[src/rtl/fpc_pkg.sv]
package fpc_pkg;

  typedef enum logic {
    EDGE_FALL = 1'b0,
    EDGE_RISE = 1'b1
  } edge_pol_e;

  localparam int unsigned SYNC_STAGES_DEF = 2;
  localparam int unsigned FILT_LEN_DEF    = 4;

  // True when cur/prev form the selected transition
  function automatic logic edge_hit(edge_pol_e pol, logic cur, logic prev);
    return (pol == EDGE_RISE) ? (cur & ~prev) : (~cur & prev);
  endfunction

endpackage

[src/rtl/fpc_sync.sv]
module fpc_sync #(
  parameter int unsigned STAGES  = 2,
  parameter logic        RST_VAL = 1'b0
) (
  input  logic clk,
  input  logic rst_n,
  input  logic d,
  output logic q
);
  logic [STAGES-1:0] chain;

  generate
    if (STAGES == 1) begin : g_one
      always_ff @(posedge clk or negedge rst_n) begin
        if (!rst_n) chain <= RST_VAL;
        else        chain <= d;
      end
    end else begin : g_many
      always_ff @(posedge clk or negedge rst_n) begin
        if (!rst_n) chain <= {STAGES{RST_VAL}};
        else        chain <= {chain[STAGES-2:0], d};
      end
    end
  endgenerate

  assign q = chain[STAGES-1];
endmodule

[src/rtl/fpc_filter.sv]
module fpc_filter #(
  parameter int unsigned LEN     = 4,
  parameter logic        RST_VAL = 1'b0
) (
  input  logic clk,
  input  logic rst_n,
  input  logic d,
  output logic q
);
  localparam int unsigned HIST = LEN - 1;

  logic [HIST-1:0] hist;
  logic [LEN-1:0]  win;
  logic            q_r;

  // Current sample plus the HIST previous ones
  assign win = {hist, d};

  always_ff @(posedge clk or negedge rst_n) begin
    if (!rst_n) begin
      hist <= {HIST{RST_VAL}};
      q_r  <= RST_VAL;
    end else begin
      hist <= win[HIST-1:0];
      if (&win)       q_r <= 1'b1;
      else if (~|win) q_r <= 1'b0;
    end
  end

  assign q = q_r;
endmodule

[src/rtl/fpc_edge.sv]
module fpc_edge
  import fpc_pkg::*;
(
  input  logic      clk,
  input  logic      rst_n,
  input  logic      sig,
  input  edge_pol_e pol,
  input  logic      arm,
  output logic      hit
);
  logic prev;

  // prev follows sig even when disarmed, so arming never sees a stale edge
  always_ff @(posedge clk or negedge rst_n) begin
    if (!rst_n) prev <= 1'b0;
    else        prev <= sig;
  end

  assign hit = arm & edge_hit(pol, sig, prev);
endmodule

[src/rtl/fpc_flag.sv]
module fpc_flag (
  input  logic clk,
  input  logic rst_n,
  input  logic hit,
  input  logic clr,
  input  logic ie,
  output logic evt,
  output logic flag,
  output logic irq
);
  logic evt_q;
  logic flag_q;

  always_ff @(posedge clk or negedge rst_n) begin
    if (!rst_n) begin
      evt_q  <= 1'b0;
      flag_q <= 1'b0;
    end else begin
      evt_q <= hit;
      if (hit)      flag_q <= 1'b1;   // new event beats clear
      else if (clr) flag_q <= 1'b0;
    end
  end

  assign evt  = evt_q;
  assign flag = flag_q;
  assign irq  = flag_q & ie;
endmodule

[src/rtl/fault_pin_cond.sv]
module fault_pin_cond
  import fpc_pkg::*;
#(
  parameter int unsigned SYNC_STAGES = SYNC_STAGES_DEF,
  parameter int unsigned FILT_LEN    = FILT_LEN_DEF
) (
  input  logic clk,
  input  logic rst_n,
  input  logic pin_raw,
  input  logic prot_en,
  input  logic nc_en,
  input  logic edge_rise,
  input  logic irq_en,
  input  logic flag_clr,
  output logic fault_evt,
  output logic fault_flag,
  output logic fault_irq
);
  logic pin_s;
  logic pin_f;
  logic cond;
  logic hit;

  fpc_sync #(.STAGES(SYNC_STAGES), .RST_VAL(1'b0)) u_sync (
    .clk(clk), .rst_n(rst_n), .d(pin_raw), .q(pin_s)
  );

  generate
    if (FILT_LEN > 1) begin : g_filt
      fpc_filter #(.LEN(FILT_LEN), .RST_VAL(1'b0)) u_filt (
        .clk(clk), .rst_n(rst_n), .d(pin_s), .q(pin_f)
      );
    end else begin : g_nofilt
      assign pin_f = pin_s;
    end
  endgenerate

  assign cond = nc_en ? pin_f : pin_s;

  fpc_edge u_edge (
    .clk(clk), .rst_n(rst_n), .sig(cond),
    .pol(edge_pol_e'(edge_rise)), .arm(prot_en), .hit(hit)
  );

  fpc_flag u_flag (
    .clk(clk), .rst_n(rst_n), .hit(hit), .clr(flag_clr), .ie(irq_en),
    .evt(fault_evt), .flag(fault_flag), .irq(fault_irq)
  );
endmodule

[config.mk]
export PLATFORM = sky130hd
export DESIGN_NAME = fault_pin_cond
export DESIGN_NICKNAME = d
export VERILOG_FILES = /design/src/rtl/fpc_pkg.sv /design/src/rtl/fpc_sync.sv /design/src/rtl/fpc_filter.sv /design/src/rtl/fpc_edge.sv /design/src/rtl/fpc_flag.sv /design/src/rtl/fault_pin_cond.sv
export SDC_FILE = /design/constraint.sdc
export NUM_CORES = 1
export LEC_CHECK = 0
export ABC_CLOCK_PERIOD_IN_PS = 1280
export CAP_MARGIN = 20
export CELL_PAD_IN_SITES_DETAIL_PLACEMENT = 1
export CELL_PAD_IN_SITES_GLOBAL_PLACEMENT = 2
export CORE_AREA = 2 2 39 41
export CTS_BUF_LIST = sky130_fd_sc_hd__clkbuf_8
export DETAILED_ROUTE_END_ITERATION = 16
export DIE_AREA = 0 0 41 43
export HOLD_SLACK_MARGIN = 0.02
export PLACE_DENSITY_LB_ADDON = 0.1
export SLEW_MARGIN = 20
export SYNTH_ARGS = -nofsm -noshare
export SYNTH_HDL_FRONTEND = slang
export SYNTH_SLANG_ARGS = --single-unit
export TNS_END_PERCENT = 20
[constraint.sdc]
create_clock -name clk -period 1.28 [get_ports clk]
set_input_delay 0.128 -clock clk [delete_from_list [all_inputs] [get_ports clk]]
set_output_delay 0.128 -clock clk [all_outputs]
set_load 0.005 [all_outputs]
Word-level counts from Yosys, hierarchy flattened --
Index checks and enable logic that the tools add are counted.
Storage, ports and cells: bits of input ports 8, word-level logic and storage cells 22, register bits after elaboration 9, output and inout port bits 3
Cells by class: bitwise gates (word level) 6, reductions and logical operators 3, equal/unequal tests 1, multiplexer cells 6
Operators by type and width (number):
- two-way mux 1 bit | 6
- bitwise AND 1 bit | 4
- AND reduction 4 bit | 1
- OR reduction 4 bit | 1
- != test 2 x 1 -> 1 bit (second input constant) | 1
- inverter 1 bit | 2
- nonzero test 2 bit | 1

Longest topological paths before layout --
Gate-level depths: netlist of the first run.
word-level depth 6, gate-level depth with buffers 3, depth with buffers taken out 3

By module --
A second synthesis of the first run with hierarchy kept.
Second synthesis, totals: cell total of the unflattened synthesis 19, area total of the unflattened synthesis 307.8 µm²
By module, submodules not included:
- fpc_filter | cells an instance 7, seq. area each 100.1 µm², times used 1, area each 126.4 µm²
- fpc_flag | cells an instance 5, seq. area each 50.0 µm², times used 1, area each 67.6 µm²
- fpc_sync | cells an instance 2, seq. area each 50.0 µm², times used 1, area each 50.0 µm²
- fpc_edge | cells an instance 4, seq. area each 25.0 µm², times used 1, area each 48.8 µm²
- fault_pin_cond | cells an instance 1, seq. area each 0.0 µm², times used 1, area each 15.0 µm²

Worst setup path before layout of the first run --
OpenSTA, ideal clock, no wires.
path type reg-to-reg, from register g_filt.u_filt.hist[2], to register g_filt.u_filt.q_r, in the netlist g_filt.u_filt.q, buffers on the path 0, setup time 0.121 ns, cell stages (with the launch flop) 4, data arrival time 0.879 ns, data required time 1.159 ns, clock period less this slack 1.000 ns, path slack 0.280 ns, cell sequence dfrtp_1 -> or3_1 -> a21oi_1 -> nor2_1
Between the ends: longest elaborated chain between the ends 2, elaborated cells between the ends (all ways) 4, classes of those cells 1 x eq/ne; 1 x mux; 2 x reduce/logical
RTL lines:
- start: declaration | RTL line fpc_filter.sv:12 | logic [HIST-1:0] hist;
- start signal: assignment | RTL line fpc_filter.sv:21 | hist <= {HIST{RST_VAL}};
- start signal: assignment | RTL line fpc_filter.sv:24 | hist <= win[HIST-1:0];
- OR reduction 4 bit / AND reduction 4 bit (equally long branches) | RTL line fpc_filter.sv:26, fpc_filter.sv:25
- != test 2 x 1 -> 1 bit (no line) / two-way mux 1 bit (equally long branches)
- end signal: assignment | RTL line fpc_filter.sv:22 | q_r <= RST_VAL;
- end signal: assignment | RTL line fpc_filter.sv:25 | if (&win) q_r <= 1'b1;
- end signal: assignment | RTL line fpc_filter.sv:26 | else if (~|win) q_r <= 1'b0;
- end: declaration | RTL line fpc_filter.sv:14 | logic q_r;
Several ways; a longest one is shown, not always the timed one. A chain may end at the register's enable or synchronous reset.

Final worst setup path of the first run --
from register u_flag.evt_q, in the netlist u_flag.evt, to output fault_evt
RTL lines:
- start: declaration | RTL line fpc_flag.sv:11 | logic evt_q;
- start signal: assignment | RTL line fpc_flag.sv:19 | evt_q <= hit;
- end: declaration | RTL line fault_pin_cond.sv:15 | output logic fault_evt,
No word-level cell between the ends.

==> impl_results.md, run 1 <==
- Detail Route Antenna Nets: 0
- Setup Skew: around 0.0023 ns
- Final Power: approximately 0.00070 W
- Syn Inst Count: 20
- R2R cell count: 3
- # diodes: 0
- Drt via density: a little over 4
- CP max stage delay: between 0.4 and 0.5 ns
- FF-to-FF setup slack: 0.23 ns
- H-tree depth: 1
- Min Hold Slack: about 0.19 ns
- Post-Synth Adder-Cell Area: 0
- Worst Tran Pin Value: a little over 0.4 ns
- Cts bufs inserted: 3
- Synth cell types: 12
- WP data required: roughly 1.2 ns
- Via Count: ~210
- Number of synthesized register bits: 9
- Crit path time final: roughly 1.2 ns
- RSZ-0062 raised after global routing: no
- Final setup viols: 0
- Drt first-iter violations: 0
- Final period utilization: 0.908
- Multiplexer share of the synthesized area: 0.0498
- Buf/Inv on CP: 1
- CTS Sinks: 9
- Hold Crit Class: primary input to async pin
- Largest family of logic cells by synthesized area: simple AND/OR/NAND/NOR gates
- Cts hold-fix bufs: 0
- Ys Warns: 0
- Die area: around 1800 µm²
- Syn Area/Cell: roughly 15 µm²
- Clock root buffer master: clkbuf_8
- Pre-antenna DRT Iters: 1
- First-pass GRT wire length: between 1 and 1.5 mm
- Total of max-cap violations: 0
- Largest delay share family, worst path: buffers and inverters
- Setup crit end kind: output pin
- Mapped Area: ~300 µm²
- Simple-Gate Fraction of Synth Area: 0.108
- CP Cell Sequence: clkdlybuf4s50_1
- P&R area growth vs syn: 57.7%
- Reg2reg end: g_filt.u_filt.q
- I/O pin total: 11
- CTS tree: done
- Die W: a little over 40 µm
- Upper clock frequency limit: around 0.86 GHz
- Crit path max fanout: 1
- Cell leakage power: 0.226 nW
- Synth Net Count: 28
- Max clock buf depth: 2
- Sequential area share after synthesis: 0.747
- Clock Latency Late Sink: 0.23 ns
- Final hold violations: 0
- Most frequent cells in the layout: 9 x dfrtp_1, 8 x clkdlybuf4s50_1, 3 x clkbuf_8, 2 x inv_1
- Pins Over Slew Limit: 0
- Layout cell share with drive strength beyond 1: 0.143
- Total grt overflow: 0
- I/O Buffers: 10
- Routed length per instance: ~12 µm
- Util after Layout: 0.344
- Commonest non-fill, non-tap cell in the layout: dfrtp_1
- Initial antenna violation count: 0
- Nets: 44
- CORE AREA: around 1400 µm²
- Crit start category: flip-flop
- GR Util All Layers: 0.0958
- Critical path type: flip-flop to output pin
- Relative slew margins: 0.730
- Total Wirelength: around 610 µm
- Pin count of the biggest net entering global routing: 10
- Power per Cell Area: about 1500 nW/µm²
- Outcome: finished, final reports clean
- Setup TNS: 0 ns
- FILL cells: 149
- Arr. time, crit path: just over 1 ns
- Max VDD drop: ~0.00053 V
- Worst path slowest cell: clkdlybuf4s50_1
- Die height: around 43 µm
- Final RePlAce weighted congestion: about 0.57
- Drt drc: 0
- Post-synthesis xor/xnor area fraction: 0
- Row count: 14
- Compound-Gate Fraction of Synth Area: 0.0830
- Initial Utilization: 0.218
- RR Startpoint: g_filt.u_filt.hist[2]
- Vias in the first global route: about 240
- Clock slew at reported path FFs: ~0.05 ns
-- final cells by class --
class,instances,area (µm²),area share
Timing Repair Buffer,11,109,0.229
Tap cell,16,20.0,0.0421
Inverter,1,3.75,0.00789
Multi-Input combinational cell,10,72.6,0.153
Sequential cell,9,225,0.474
Clock inverter,1,3.75,0.00789
Clock buffer,3,41.3,0.0868
-- cells in the mapped netlist --
master / count / share of area
dfrtp_1: 9 / 0.75
a31oi_1: 1 / 0.021
o21ai_0: 1 / 0.017
a21oi_1: 1 / 0.017
and2_1: 1 / 0.021
mux2_4: 1 / 0.050
nand3b_1: 1 / 0.025
nand4b_1: 1 / 0.029
o221ai_1: 1 / 0.029
inv_1: 1 / 0.012
nor2_1: 1 / 0.012
or3_1: 1 / 0.021
-- routing by layer --
layer	GRT usage	share of wire
met5	0	0
met3	0.0471	0.080
met1	0.105	0.41
met4	0.100	0
met2	0.122	0.51
-- registers in the layout (all words and copies together), names as in the netlist --
name                cells
g_filt.u_filt.hist      3
g_filt.u_filt.q         1
u_edge.prev             1
u_flag.evt              1
u_flag.flag             1
u_sync.chain            2
-- stage by stage --
stage,cells,worst slack (ns),area [µm²]
2_1_floorplan,20,0.280,302
3_3_place_gp,46,-0.0203,422
3_5_place_dp,46,-0.0354,422
4_1_cts,51,0.0515,473
5_1_grt,51,0.0704,475
6_report,51,0.118,475
-- kinds of logic after synthesis --
group	count (synthesis)
buf+inv	1
mux	1
simple gates	5
compound gates	4
flops	9
-- report_power, final --
part | leakage, nW | internal [W] | total (W) | switching (W)
logic | 0.0884 | 0.0000456 | 0.0000676 | 0.0000220
registers | 0.111 | 0.000304 | 0.000315 | 0.0000103
clock network | 0.0269 | 0.000209 | 0.000319 | 0.000110
total | 0.226 | 0.000558 | 0.000701 | 0.000143
-- what timing repair did --
action / 4_1_cts / 5_1_grt
endpoints found under the setup margin: 1 / 1
buffers inserted: 1 / 0
gates resized for setup: 1 / 1
-- how the worst max path moves through the flow --
| stage | from | end | slack [ns] | cells past startpoint |
|---|---|---|---|---|
| 6_report | u_flag.evt | fault_evt | 0.12 | 1 |
| 5_1_grt | u_flag.flag | fault_irq | 0.07 | 2 |
| 4_1_cts | u_flag.flag | fault_flag | 0.05 | 1 |
| 3_5_place_dp | irq_en | fault_irq | -0.04 | 3 |
| 3_3_place_gp | irq_en | fault_irq | -0.02 | 3 |
| 2_1_floorplan | g_filt.u_filt.hist[2] | g_filt.u_filt.q | 0.28 | 3 |
Note: power is estimated with default switching activity, not from simulation.
==> run 2: changes to the inputs <==
Settings changed: SETUP_SLACK_MARGIN from default to 0.05.
==> results of run 2 <==
Same layout as run 1: the final DEF is identical, and so are final timing and power.
==> run 3: changes to the inputs <==
Settings changed: ABC_AREA from default to 1.
==> run 3 against run 2 <==
  * Via count rose by 19%
  * Sequential power rose by 4%
  * Worst setup slack barely moved
  * Critical path depth did not move
  * Die area did not move
  * Total power rose by 3.8%
  * First-iteration DRC count rose by 4
  * Area after synthesis rose by 9.1%
  * Wire length fell by 2.6%
  * Non-clock buffer count fell by 1
  * Global-route usage fell by 0.44 points
  * Cell area rose by 4.2%
  * Largest cell class unchanged
==> impl_results.md, run 3 <==
- Synth cell types: 8
- CORE AREA: 1380 µm²
- CP max stage delay: a little under 0.5 ns
- Arr. time, crit path: around 1.0 ns
- Biggest register: g_filt.u_filt.hist
- Setup Skew: 0.000524 ns
- Post-Layout Inst Area: around 500 µm²
- Final RePlAce weighted congestion: ~0.7
- Largest register FFs: 3
- Most frequent cells in the layout: 9 x nand2_1, 9 x dfrtp_1, 8 x clkdlybuf4s50_1, 7 x inv_1
- Max clock buf depth: 2
- CTS Sinks: 9
- Crit path max fanout: 1
- Outcome: finished, final reports clean
- Switching part of the total: 0.215
- Initial Utilization: 0.238
- Initial antenna violation count: 0
- Total of max-cap violations: 0
- Commonest cells in the netlist: 9 x dfrtp_1, 9 x nand2_1, 6 x inv_1
- Drt drc: 0
- I/O pin total: 11
- Power per Cell Area: 1470 nW/µm²
- Pre-antenna DRT Iters: 4
- Relative slew margins: 0.738
- Final setup viols: 0
- Ys Warns: 0
- Crit path time final: around 1.2 ns
- Sw power: around 0.00016 W
- Synth async-reset ratio: 1.00
- P&R area growth vs syn: 50.6%
- Final Power: between 0.0007 and 0.0008 W
- GR met1 Demand/Resource: 0.104
- GR Util All Layers: 0.0915
- Sequential power share: 0.451
- Max VDD drop: about 0.00064 V
- H-tree depth: 1
- I/O Buffers: 10
- Synth Net Count: 40
- Largest regs: g_filt.u_filt.hist: 3 flops, u_sync.chain: 2 flops
- Cell leakage power: between 0.2 and 0.3 nW
- Final period utilization: 0.908
- Sequential area share after synthesis: 0.684
- Sequential Area: between 200 and 250 µm²
- Worst Tran Pin Value: ~0.39 ns
- EDFF count, synth: 0
- Buf/Inv on CP: 1
- Comb power frac: 0.121
- Leading register cell type out of synthesis: dfrtp_1
- DP Cell Count: a little under 60
- DPL Wire Length: ~470 µm
- Row count: 14
- Via Count: between 200 and 300
- Crit start category: flip-flop
- Layout cell share with drive strength beyond 1: 0.152
- Largest cells by area after synthesis: dfrtp_1 68%, nand2_1 10%, inv_1 6.8%
- Clock slew at reported path FFs: around 0.040 ns
- Nets: 55
- WP data required: about 1.2 ns
- CP Cell Sequence: clkdlybuf4s50_1
- Share of the synthesized area in the top cell type: 0.684
- Dominant cell type by area after synthesis: dfrtp_1
- Vias in the first global route: roughly 250
- First-pass GRT wire length: 1.01 mm
- Hold Crit Class: primary input to async pin
- Largest delay share family, worst path: buffers and inverters
- Die height: between 40 and 50 µm
- Drt first-iter violations: 4
- Total Wirelength: roughly 590 µm
- Critical path type: flip-flop to output pin
- P_int: roughly 0.00057 W
- Pin count of the biggest net entering global routing: 10
- Pins Over Slew Limit: 0
- Syn Area/Cell: ~10 µm²
- R2R cell count: 4
- Routed length per instance: between 9 and 10 µm
- FILL cells: 164
- Worst path slowest cell: clkdlybuf4s50_1
- Cts bufs inserted: 3
- # diodes: 0
- Mapped Area: about 330 µm²
- Total grt overflow: 0
- Non-filler cells, final: 62
- Drt via density: about 4.0
- Setup crit end kind: output pin
- Upper clock frequency limit: about 0.86 GHz
- Setup Fix Bufs, Post-CTS: 0
- CTS tree: done
- Detail Route Antenna Nets: 0
- Clk network pwr share: 0.428
- Levels on crit path: 1
- GRT busiest layer: met2
- Number of synthesized register bits: 9
- Final hold violations: 0
- Grt met2 use: 0.128
- RSZ-0062 raised after global routing: no
- Die area: 1760 µm²
- Multi-input logic area: between 80 and 90 µm²
- Clock Latency Late Sink: 0.23 ns
- GR Util met3: 0.0314
- Syn Inst Count: 32
- Clock root buffer master: clkbuf_8
- Placed inst area: between 400 and 500 µm²
- Die W: a little over 40 µm
==> run 3: final timing paths <==
check,startpoint,slack (ns),to
setup / recovery,u_flag.evt,0.12,fault_evt
hold / removal,rst_n,0.19,u_sync.chain[0]
setup reg to reg,u_sync.chain[1],0.45,u_flag.flag
hold reg to reg,u_sync.chain[0],0.35,u_sync.chain[1]
max in group asynchronous,rst_n,0.81,g_filt.u_filt.hist[2]
min in group clk,pin_raw,0.34,u_sync.chain[0]
==> run 3: cell type report <==
type / count / share of cell area
Clock buffer: 3 / 0.0833
Sequential cell: 9 / 0.455
Multi-Input combinational cell: 17 / 0.164
Tap cell: 16 / 0.0404
Clock inverter: 1 / 0.00758
Timing Repair Buffer: 10 / 0.205
Inverter: 6 / 0.0455
==> run 3: logic make-up (layout without fill, tap and decap cells) <==
| kind of cell | count (synthesis) | after routing | share of synthesized area |
|---|---|---|---|
| buffers and inverters | 6 | 20 | 0.0684 |
| flip-flops | 9 | 9 | 0.684 |
| AND/OR/NAND/NOR | 17 | 17 | 0.247 |
==> run 3: worst register-to-register path: cells and delay by family (launching register included) <==
family	cells	cell delay (ns)
flip-flops	1	0.41
AND/OR/NAND/NOR	4	0.32
==> run 3: what timing repair did <==
action                                  CTS  global route
resized for setup                         1             1
pin swaps                                 0             0
endpoints found under the setup margin    2             1
hold buffers                              0             0
==> run 3: power groups by stage <==
stage          Clock [W]  Combinational (W)  Sequential (W)
6_report        0.000311          0.0000883        0.000328
5_1_grt         0.000341           0.000102        0.000332
4_1_cts         0.000323          0.0000924        0.000329
3_5_place_dp           0          0.0000941        0.000333
3_3_place_gp           0          0.0000916        0.000331
2_1_floorplan          0          0.0000368        0.000330
==> run 3: metrics by stage <==
step                TNS (ns)  hold slack, ns   util  setup slack [ns]
CTS                        0           0.199  0.356            0.0415
global placement           0           0.340  0.325           0.00234
global route               0           0.235  0.358            0.0815
detailed placement   -0.0112           0.339  0.325           -0.0112
finish                     0           0.192  0.358             0.118
floorplan                  0          -0.168      -             0.505
==> run 3: metal layers <==
metal,part of all wire,up-vias
li1,-,122
met1,0.41,119
met2,0.49,10
met3,0.11,0
met4,0,0
met5,0,-
